File: config.mk
export PLATFORM = sky130hd
export DESIGN_NAME = updown_route_unit
export DESIGN_NICKNAME = d
export VERILOG_FILES = /design/src/rtl/updown_route_pkg.sv /design/src/rtl/updown_cfg_regs.sv /design/src/rtl/updown_compare.sv /design/src/rtl/updown_port_logic.sv /design/src/rtl/updown_route_unit.sv
export SDC_FILE = /design/constraint.sdc
export NUM_CORES = 1
export LEC_CHECK = 0
export ABC_AREA = 0
export ABC_CLOCK_PERIOD_IN_PS = 3300
export BUFFER_PORTS_ARGS = -buffer_cell sky130_fd_sc_hd__buf_2
export CAP_MARGIN = 30
export CORE_MARGIN = 4
export CORE_UTILIZATION = 50
export CTS_BUF_LIST = sky130_fd_sc_hd__clkbuf_2 sky130_fd_sc_hd__clkbuf_4 sky130_fd_sc_hd__clkbuf_8
export CTS_CLUSTER_SIZE = 30
export DETAILED_ROUTE_END_ITERATION = 16
export MAX_ROUTING_LAYER = met4
export PLACE_DENSITY = 0.71
export SETUP_SLACK_MARGIN = 0.1
export SYNTH_ARGS = -nofsm -noshare
export SYNTH_HDL_FRONTEND = slang
export SYNTH_SLANG_ARGS = --single-unit
export TNS_END_PERCENT = 100
File: constraint.sdc
create_clock -name clk -period 3.3 [get_ports clk]
set_input_delay 0.66 -clock clk [delete_from_list [all_inputs] [get_ports clk]]
set_output_delay 0.66 -clock clk [all_outputs]
set_load 0.02 [all_outputs]
File: src/rtl/updown_route_pkg.sv
package updown_route_pkg;
  localparam int PORTS = 3;
  localparam int P_LOCAL = 0;
  localparam int P_UP    = 1;
  localparam int P_DOWN  = 2;

  localparam logic [1:0] A_CTRL = 2'd0;
  localparam logic [1:0] A_NBR  = 2'd1;
  localparam logic [1:0] A_ANC  = 2'd2;
  localparam logic [1:0] A_DESC = 2'd3;

  localparam int B_CUP = 0;
  localparam int B_CDN = 1;
  localparam int B_RUU = 2;
  localparam int B_RUD = 3;
  localparam int B_RDD = 4;
  localparam int B_RDU = 5;
  localparam int B_ID  = 6;
endpackage

File: src/rtl/updown_cfg_regs.sv
module updown_cfg_regs
  import updown_route_pkg::*;
#(
  parameter int ID_W  = 4,
  parameter int LVL_W = 3,
  parameter int N     = 16,
  parameter int DW    = 16
) (
  input  logic             clk,
  input  logic             rst_n,
  input  logic             wr_en,
  input  logic [1:0]       waddr,
  input  logic [DW-1:0]    wdata,
  input  logic [1:0]       raddr,
  output logic [DW-1:0]    rdata,
  output logic             c_up,
  output logic             c_dn,
  output logic             r_uu,
  output logic             r_dd,
  output logic [ID_W-1:0]  my_id,
  output logic [LVL_W-1:0] my_lvl,
  output logic [N-1:0]     nbr_mask,
  output logic [N-1:0]     anc_mask,
  output logic [N-1:0]     desc_mask
);
  localparam int CTRL_W = B_ID + ID_W + LVL_W;

  logic [CTRL_W-1:0] ctrl_q, ctrl_d;
  logic [N-1:0]      mask_q [3];

  always_comb begin
    ctrl_d = ctrl_q;
    if (wr_en && waddr == A_CTRL) begin
      ctrl_d        = wdata[CTRL_W-1:0];
      ctrl_d[B_RDU] = 1'b0;
    end
  end

  always_ff @(posedge clk or negedge rst_n) begin
    if (!rst_n) ctrl_q <= '0;
    else        ctrl_q <= ctrl_d;
  end

  for (genvar g = 0; g < 3; g++) begin : g_mask
    logic [N-1:0] m_q, m_d;
    always_comb m_d = (wr_en && waddr == 2'(g + 1)) ? wdata[N-1:0] : m_q;
    always_ff @(posedge clk or negedge rst_n) begin
      if (!rst_n) m_q <= '0;
      else        m_q <= m_d;
    end
    assign mask_q[g] = m_q;
  end

  always_comb begin
    rdata = '0;
    case (raddr)
      A_CTRL:  rdata[CTRL_W-1:0] = ctrl_q;
      A_NBR:   rdata[N-1:0] = mask_q[0];
      A_ANC:   rdata[N-1:0] = mask_q[1];
      default: rdata[N-1:0] = mask_q[2];
    endcase
  end

  assign c_up      = ctrl_q[B_CUP];
  assign c_dn      = ctrl_q[B_CDN];
  assign r_uu      = ctrl_q[B_RUU];
  assign r_dd      = ctrl_q[B_RDD];
  assign my_id     = ctrl_q[B_ID +: ID_W];
  assign my_lvl    = ctrl_q[B_ID + ID_W +: LVL_W];
  assign nbr_mask  = mask_q[0];
  assign anc_mask  = mask_q[1];
  assign desc_mask = mask_q[2];

  // the forbidden-turn permit never becomes visible after any write
  p_du_zero_r2: assert property (@(posedge clk) disable iff (!rst_n)
    (raddr == A_CTRL) |-> !rdata[B_RDU]);
endmodule

File: src/rtl/updown_compare.sv
module updown_compare #(
  parameter int ID_W  = 4,
  parameter int LVL_W = 3,
  parameter int N     = 16
) (
  input  logic             clk,
  input  logic             rst_n,
  input  logic [ID_W-1:0]  my_id,
  input  logic [LVL_W-1:0] my_lvl,
  input  logic [ID_W-1:0]  dest_id,
  input  logic [LVL_W-1:0] dest_lvl,
  input  logic [N-1:0]     nbr_mask,
  input  logic [N-1:0]     anc_mask,
  input  logic [N-1:0]     desc_mask,
  output logic             u1,
  output logic             d1,
  output logic             hit_direct,
  output logic             hit_anc,
  output logic             hit_desc
);
  logic same_id, lvl_eq, lvl_lt, lvl_gt;

  always_comb begin
    same_id    = (dest_id == my_id);
    lvl_eq     = (dest_lvl == my_lvl);
    lvl_lt     = (dest_lvl < my_lvl);
    lvl_gt     = (dest_lvl > my_lvl);
    u1         = !same_id && (lvl_eq || lvl_lt);
    d1         = !same_id && lvl_gt;
    hit_direct = lvl_eq && nbr_mask[dest_id];
    hit_anc    = lvl_lt && anc_mask[dest_id];
    hit_desc   = lvl_gt && desc_mask[dest_id];
  end

  // a destination cannot lie both upward and downward
  p_dir_excl_r3: assert property (@(posedge clk) disable iff (!rst_n)
    !(u1 && d1));
endmodule

File: src/rtl/updown_port_logic.sv
module updown_port_logic
  import updown_route_pkg::*;
(
  input  logic             u1,
  input  logic             d1,
  input  logic             hit_direct,
  input  logic             hit_anc,
  input  logic             hit_desc,
  input  logic             c_up,
  input  logic             c_dn,
  input  logic             r_uu,
  input  logic             r_dd,
  output logic [PORTS-1:0] port_sel,
  output logic             no_route
);
  logic [PORTS-1:0] req;

  always_comb begin
    req[P_LOCAL] = !u1 && !d1;
    req[P_UP]    = c_up && u1 && (hit_direct || (hit_anc && r_uu));
    req[P_DOWN]  = c_dn && d1 && hit_desc && r_dd;
    port_sel = '0;
    if (req[P_LOCAL])     port_sel[P_LOCAL] = 1'b1;
    else if (req[P_UP])   port_sel[P_UP]    = 1'b1;
    else if (req[P_DOWN]) port_sel[P_DOWN]  = 1'b1;
    no_route = (req == '0);
  end
endmodule

File: src/rtl/updown_route_unit.sv
module updown_route_unit
  import updown_route_pkg::*;
#(
  parameter  int ID_W   = 4,
  parameter  int LVL_W  = 3,
  localparam int N      = 1 << ID_W,
  localparam int CTRL_W = B_ID + ID_W + LVL_W,
  localparam int DW     = (N > CTRL_W) ? N : CTRL_W
) (
  input  logic              clk,
  input  logic              rst_n,
  input  logic              cfg_we,
  input  logic [1:0]        cfg_addr,
  input  logic [DW-1:0]     cfg_wdata,
  input  logic [1:0]        cfg_raddr,
  output logic [DW-1:0]     cfg_rdata,
  input  logic              flit_valid,
  input  logic              flit_head,
  input  logic              flit_tail,
  input  logic [ID_W-1:0]   flit_dest_id,
  input  logic [LVL_W-1:0]  flit_dest_lvl,
  output logic              fwd_valid,
  output logic [PORTS-1:0]  fwd_port,
  output logic              route_err
);
  logic [1:0] rst_sync_q;
  logic       rst_int_n;

  always_ff @(posedge clk or negedge rst_n) begin
    if (!rst_n) rst_sync_q <= 2'b00;
    else        rst_sync_q <= {rst_sync_q[0], 1'b1};
  end
  assign rst_int_n = rst_sync_q[1];

  logic             c_up, c_dn, r_uu, r_dd;
  logic [ID_W-1:0]  my_id;
  logic [LVL_W-1:0] my_lvl;
  logic [N-1:0]     nbr_mask, anc_mask, desc_mask;
  logic             busy_q, busy_d;
  logic             cfg_wr_ok;

  assign cfg_wr_ok = cfg_we && !busy_q;

  updown_cfg_regs #(.ID_W(ID_W), .LVL_W(LVL_W), .N(N), .DW(DW)) u_cfg (
    .clk(clk), .rst_n(rst_int_n), .wr_en(cfg_wr_ok), .waddr(cfg_addr),
    .wdata(cfg_wdata), .raddr(cfg_raddr), .rdata(cfg_rdata),
    .c_up(c_up), .c_dn(c_dn), .r_uu(r_uu), .r_dd(r_dd),
    .my_id(my_id), .my_lvl(my_lvl),
    .nbr_mask(nbr_mask), .anc_mask(anc_mask), .desc_mask(desc_mask)
  );

  logic u1, d1, hit_direct, hit_anc, hit_desc;

  updown_compare #(.ID_W(ID_W), .LVL_W(LVL_W), .N(N)) u_cmp (
    .clk(clk), .rst_n(rst_int_n),
    .my_id(my_id), .my_lvl(my_lvl),
    .dest_id(flit_dest_id), .dest_lvl(flit_dest_lvl),
    .nbr_mask(nbr_mask), .anc_mask(anc_mask), .desc_mask(desc_mask),
    .u1(u1), .d1(d1), .hit_direct(hit_direct), .hit_anc(hit_anc),
    .hit_desc(hit_desc)
  );

  logic [PORTS-1:0] port_sel;
  logic             no_route;

  updown_port_logic u_ports (
    .u1(u1), .d1(d1), .hit_direct(hit_direct), .hit_anc(hit_anc),
    .hit_desc(hit_desc), .c_up(c_up), .c_dn(c_dn), .r_uu(r_uu), .r_dd(r_dd),
    .port_sel(port_sel), .no_route(no_route)
  );

  // Wormhole hold: route latched on the header, reused until the tail
  logic [PORTS-1:0] held_q, held_d, port_d;
  logic             valid_d, err_d;

  always_comb begin
    busy_d  = busy_q;
    held_d  = held_q;
    valid_d = 1'b0;
    port_d  = '0;
    err_d   = 1'b0;
    if (flit_valid && flit_head) begin
      held_d  = port_sel;
      valid_d = !no_route;
      port_d  = port_sel;
      err_d   = no_route;
      busy_d  = !flit_tail;
    end else if (flit_valid && busy_q) begin
      valid_d = |held_q;
      port_d  = held_q;
      busy_d  = !flit_tail;
    end
  end

  always_ff @(posedge clk or negedge rst_int_n) begin
    if (!rst_int_n) begin
      busy_q    <= 1'b0;
      held_q    <= '0;
      fwd_valid <= 1'b0;
      fwd_port  <= '0;
      route_err <= 1'b0;
    end else begin
      busy_q    <= busy_d;
      held_q    <= held_d;
      fwd_valid <= valid_d;
      fwd_port  <= port_d;
      route_err <= err_d;
    end
  end

  // a forwarded flit names exactly one port
  p_onehot_fwd_r8: assert property (@(posedge clk) disable iff (!rst_int_n)
    fwd_valid |-> ($countones(fwd_port) == 1));

  // an unroutable header is never forwarded
  p_err_nofwd_r7: assert property (@(posedge clk) disable iff (!rst_int_n)
    route_err |-> !fwd_valid);

  // a body flit of an open packet leaves on the held port
  p_body_hold_r9: assert property (@(posedge clk) disable iff (!rst_int_n)
    (busy_q && flit_valid && !flit_head && (held_q != '0))
      |=> (fwd_valid && fwd_port == $past(held_q)));

  // writes while a packet is open change no configuration
  p_cfg_frozen_r11: assert property (@(posedge clk) disable iff (!rst_int_n)
    (busy_q && cfg_we) |=> ($stable(my_id) && $stable(my_lvl) && $stable(c_up)
      && $stable(c_dn) && $stable(nbr_mask) && $stable(anc_mask)
      && $stable(desc_mask)));
endmodule

* After elaboration in Yosys (flattened, before gate mapping) *
Index checks and enable logic that the tools add are counted.

operators by class
  $lt $le $gt $ge = 3
  reductions and logical operators = 32
  eq/ne operators = 7
  multiplexer cells = 20

operators with widths
  cell                  number
  $pmux W13 S3          1
  $logic_and A1 B1 Y1   19
  $bmux W1 S4           3
  $mux W1               12
  $pmux W3 S3           1
  $eq A2 B2 Y1 const B  3
  $logic_not A1 Y1      6
  $mux W3               2
  $lt A4 B5 Y1 const B  1
  $eq A2 B1 Y1 const B  2
  $eq A4 B4 Y1          1
  $logic_not A2 Y1      2
  $eq A3 B3 Y1          1
  $gt A3 B3 Y1          1
  $logic_not A3 Y1      1
  $lt A3 B3 Y1          1
  $reduce_or A3 Y1      1
  $logic_or A1 B1 Y1    2
  $mux W2               1
  $reduce_bool A2 Y1    1

storage, ports and cells
  flip-flop bits (word level) = 71
  bits of input ports = 33

* Depth between registers and ports, before layout *
  depth after elaboration = 10
  mapped depth = 8

* Cells and area by module *
Synthesis repeated with hierarchy kept, for this count alone.

second synthesis, totals
  cells, all modules = 267
  area total of the unflattened synthesis = 3734.8 um^2

modules (own cells, without submodules)
  module             area an instance (um^2)  instances  cells an instance
  updown_cfg_regs    2682.6                   1          160
  updown_compare     581.8                    1          67
  updown_route_unit  421.7                    1          33
  updown_port_logic  48.8                     1          7

* Least setup slack after synthesis *
Ideal clock, no wire load.

  kind = in2out
  start point = in cfg_raddr[0]
  end point = out cfg_rdata[0]
  data arrival time = 1.863 ns
  slack = 0.777 ns
  path buffers = 2
  required time = 2.640 ns
  cell stages on the path = 3
  cells stage by stage = buf_2 clkbuf_1 mux4_2

on the way
  word-level cells in the longest chain between the ends = 2
  elaborated cells on any way between the ends = 4

ends and longest elaborated chain
  item                                  RTL line                 RTL
  start: declaration                    updown_route_unit.sv:15  input logic [1:0] cfg_raddr,
  $eq A2 B2 Y1 (tied with other cells)  updown_cfg_regs.sv:56    case (raddr)
  $pmux W13 S3 *                        updown_cfg_regs.sv:56
  end: declaration                      updown_route_unit.sv:16  output logic [DW-1:0] cfg_rdata,

Mark *: on every way between the ends. The rest lies on a longest branch, timed or not.

* Final worst setup path *
  start point = in cfg_raddr[0]
  end point = out cfg_rdata[14]

on the way
  word-level cells in the longest chain between the ends = 2
  elaborated cells on any way between the ends = 4

ends and longest elaborated chain
  item                                  RTL line
  $eq A2 B2 Y1 (tied with other cells)  updown_cfg_regs.sv:56
  $pmux W3 S3 *                         updown_cfg_regs.sv:56

Marked as above.

==> metrics.log <==
INFO  metric placementRows = 30
INFO  metric vias = 2,375
INFO  metric timing.rr.end = fwd_valid$_DFF_PN0_
INFO  metric worstPathMaxFanout = 17
INFO  metric nets = 354
INFO  metric synth_edf_count = 0
INFO  metric place_worst_setup_slack = 0.7332 ns
INFO  metric portBuffers = 53
INFO  metric final_critical_path_setup_slack = 0.8015 ns
INFO  metric mean_area_per_synthesized_cell = 13.84 sq um
INFO  metric cp_data_required_time = 2.64 ns
INFO  metric fmaxAchievable = 400.2 MHz
INFO  metric ys_seq_area_share = 49.39%
INFO  metric net_count_of_the_mapped_netlist = 296
INFO  metric cts-hold-fix-buffers = 0
INFO  metric met1_grt_util = 27.41%
INFO  metric remaining_drc_errors = 0
INFO  metric number_of_vias_per_cell = 5.668
INFO  metric place_congestion = 0.8146
INFO  metric cts-buffers-inserted = 9
INFO  metric outcome = complete, no violations
INFO  metric post_cts_resize_count = 0
INFO  metric max_cap_viol_count = 0
INFO  metric reg2regPathDepth = 8
INFO  metric critical_path_startpoint = cfg_raddr[0]
INFO  metric timing.critical_path.slowest_cell_delay = 0.41 ns
INFO  metric peakVddDrop = 0.0003214 V
INFO  metric clkSlewWorstSetupHoldPaths = 0.07 ns
INFO  metric fp.dieH = 92.82 microns
INFO  metric syn_area = 3597 sq um
INFO  metric ys_types = 34
INFO  metric synth-warning-count = 0
INFO  metric clock_path_buffers = 2
INFO  metric slew-limit-headroom = 65.11%
INFO  metric synthCells = 260
INFO  metric cts_setup_buffers = 0
INFO  metric fillCellCount = 611
INFO  metric via_count_of_the_first_global_routing_pass = 2,520
INFO  metric floorplan.io_pins = 54
INFO  metric regToRegStartpoint = u_cfg.ctrl_q[12]$_DFFE_PN0P_
INFO  metric worst-path-buf-inv = 2
INFO  metric core_region_area = 6907 sq um
INFO  metric cp-start-kind = primary input
INFO  metric die-width = 92.82 microns
INFO  metric initial_core_util = 52.08%
INFO  metric power_density = 625.7 nW/um^2
INFO  metric placed_cells_incl_taps = 403
INFO  metric ff2ff_setup_slack = 1.37 ns
INFO  metric synth_xor_xnor_area_share = 0.9739%
INFO  metric finalCriticalPeriod = 2.499 ns
INFO  metric synth_ff_type = sky130_fd_sc_hd__dfrtp_1
INFO  metric crit_arrival = 1.84 ns
INFO  metric setup_violations = 0
INFO  metric final_cells = 419
INFO  metric gr-total-overflow = 0
INFO  metric grt_start_max_net_pins = 40
INFO  metric rsz0062_at_grt = no
INFO  metric cts.htree.levels = 3
INFO  metric synth_mux_area_share = 35.10%
INFO  metric synth_top_family_by_area = multiplexers
INFO  metric worst_pin_slew = 0.5233 ns
INFO  metric critical_path_class = primary input to output pin
INFO  metric numClockSinks = 71
INFO  metric clock_tree_skew_after_final_layout = 0.007062 ns
INFO  metric leakagePower = 1.856 nW
INFO  metric critical_path_depth = 4
INFO  metric antenna-diode-count = 0
INFO  metric count_of_final_hold_check_violations = 0
INFO  metric routed_wl_per_cell = 19.41 microns
INFO  metric first_pass_iters = 4
INFO  metric synth_compound_gate_area_share = 5.009%
INFO  metric global_route_wire_length_before_repair = 13,410 microns
INFO  metric tritoncts_clock_tree = done
INFO  metric detailedRoute.firstIterationViolations = 117
INFO  metric grt_usage = 21.19%
INFO  metric final-max-slew-violation-count = 0
INFO  metric initial_antenna_violation_count = 0
INFO  metric synth_adder_area_share = 1.043%
INFO  metric timing.final.crit_share = 75.71%
INFO  metric route.antenna.remaining_nets = 0
INFO  metric end_kind = output pin
INFO  metric grt_busiest_layer = met2
INFO  metric hold_ws = 0.07748 ns
INFO  metric postSynthRegisterBits = 71
INFO  metric post_route_cells_drive_above_1_share = 47.68%
INFO  metric setup_total_negative_slack = 0 ns
INFO  metric gr-usage-met2 = 33.41%
INFO  metric min-delay-path-class = primary input to asynchronous set/reset pin
INFO  metric clk-insertion-delay-late = 0.35 ns
INFO  metric total_wire_length_after_detailed_routing = 8133 microns
INFO  metric root_buffer = sky130_fd_sc_hd__clkbuf_8
INFO  metric family_with_the_most_delay_on_the_worst_path = buffers and inverters
INFO  metric cp_cell_sequence = buf_2, nor2b_1, a22o_1, buf_2
INFO  metric timing.critical_path.mode_cell = sky130_fd_sc_hd__buf_2
INFO  metric area_delta_synth_final = 16.52%
INFO  metric post_synth_and_or_nand_nor_area_fraction = 6.470%
INFO  metric die_area = 8616 sq um
INFO  metric use_met3 = 4.955%
INFO  metric critical_path.slowest_cell = sky130_fd_sc_hd__buf_2
INFO  metric synthArstFlopShare = 100.0%
INFO  metric post-dp-hpwl = 5767 microns
==> kinds of logic (layout without fill, tap and decap cells) <==
| kind of cell | after synthesis | count (layout) |
|---|---|---|
| fa+ha+maj | 3 | 3 |
| mux | 96 | 96 |
| xor+xnor | 4 | 4 |
| compound gates | 27 | 27 |
| buf+inv | 15 | 78 |
| other cells | 1 | 1 |
| simple gates | 43 | 43 |
| flops | 71 | 71 |
==> cells in the final DEF, fill, tap and decap left out, types with 3 or more instances in the layout <==
cell / netlist / final
sky130_fd_sc_hd__clkbuf_8: 0 / 10
sky130_fd_sc_hd__inv_1: 3 / 3
sky130_fd_sc_hd__mux4_2: 14 / 14
sky130_fd_sc_hd__nand3_1: 6 / 6
sky130_fd_sc_hd__ha_1: 3 / 3
sky130_fd_sc_hd__buf_2: 7 / 53
sky130_fd_sc_hd__mux2i_1: 17 / 17
sky130_fd_sc_hd__a21oi_1: 5 / 5
sky130_fd_sc_hd__mux2_2: 62 / 62
sky130_fd_sc_hd__nor2b_1: 5 / 5
sky130_fd_sc_hd__nand2_1: 16 / 16
sky130_fd_sc_hd__o21ai_0: 6 / 6
sky130_fd_sc_hd__buf_4: 1 / 5
sky130_fd_sc_hd__nor2_1: 3 / 3
sky130_fd_sc_hd__mux4_1: 3 / 3
sky130_fd_sc_hd__nand4_1: 6 / 6
sky130_fd_sc_hd__a22o_1: 4 / 4
sky130_fd_sc_hd__xnor2_1: 4 / 4
sky130_fd_sc_hd__a22oi_1: 4 / 4
sky130_fd_sc_hd__clkinvlp_4: 0 / 3
sky130_fd_sc_hd__dfrtp_1: 71 / 70
==> state kept, by name, indices dropped and copies added, names as in the netlist <==
register         count
fwd_port             3
fwd_valid            1
route_err            1
u_cfg.anc_mask      16
held_q               3
u_cfg.nbr_mask      16
busy_q               1
u_cfg.ctrl_q        12
u_cfg.desc_mask     16
rst_sync_q           2
==> cell usage after synthesis, drive strengths merged (3+ instances only) <==
library cell / number / area share [%]
buf: 9 / 1.3
dfrtp: 71 / 49
a21oi: 5 / 0.70
nor2b: 5 / 0.87
inv: 3 / 0.31
mux2i: 17 / 4.7
o21ai: 7 / 0.97
nand3: 6 / 0.83
clkbuf: 3 / 0.31
a22oi: 4 / 0.83
ha: 3 / 1.0
xnor2: 4 / 0.97
mux2: 62 / 19
nor2: 3 / 0.31
a22o: 4 / 0.97
nand2: 16 / 1.7
mux4: 17 / 11
nand4: 6 / 1.0
==> worst max-delay path by stage <==
stage                             to  slack [ns]
6_report               cfg_rdata[14]        0.80
5_1_grt                cfg_rdata[14]        0.69
4_1_cts                cfg_rdata[14]        0.77
3_5_place_dp   fwd_port[2]$_DFF_PN0_        0.73
3_3_place_gp           cfg_rdata[14]        0.76
2_1_floorplan           cfg_rdata[0]        0.78
==> cell type report <==
type,count,area [sq um],area share [%]
Timing Repair Buffer,59,322.8,7.702
Tap cell,96,120.1,2.866
Clock inverter,6,70.07,1.672
Inverter,3,11.26,0.2687
Multi-Input combinational cell,174,1752,41.79
Sequential cell,71,1778,42.42
Clock buffer,10,137.6,3.284
==> report_power, final <==
part | internal [mW] | leakage [nW] | switching [mW] | total (mW)
Combinational | 0.373 | 0.902 | 0.315 | 0.688
Clock | 0.371 | 0.0947 | 0.334 | 0.706
Sequential | 1.07 | 0.859 | 0.163 | 1.23
Total | 1.81 | 1.86 | 0.813 | 2.62
==> layer usage <==
metal	vias to the layer above	part of all wire (%)	wire [microns]
li1	1090	-	-
met1	1221	45	3663
met2	55	50	4035
met3	9	4.1	332
met4	0	1.3	102
met5	-	0	0
==> metrics by stage <==
| step | power, mW | cell area [sq um] | utilization [%] |
|---|---|---|---|
| detailed placement | 1.935 | 3984 | 57.68 |
| global route | 2.769 | 4192 | 60.69 |
| finish | 2.623 | 4192 | 60.69 |
| floorplan | 1.703 | 3597 | - |
| global placement | 1.911 | 3964 | 57.39 |
| CTS | 2.648 | 4192 | 60.69 |
Note: power is estimated with default switching activity, not from simulation.
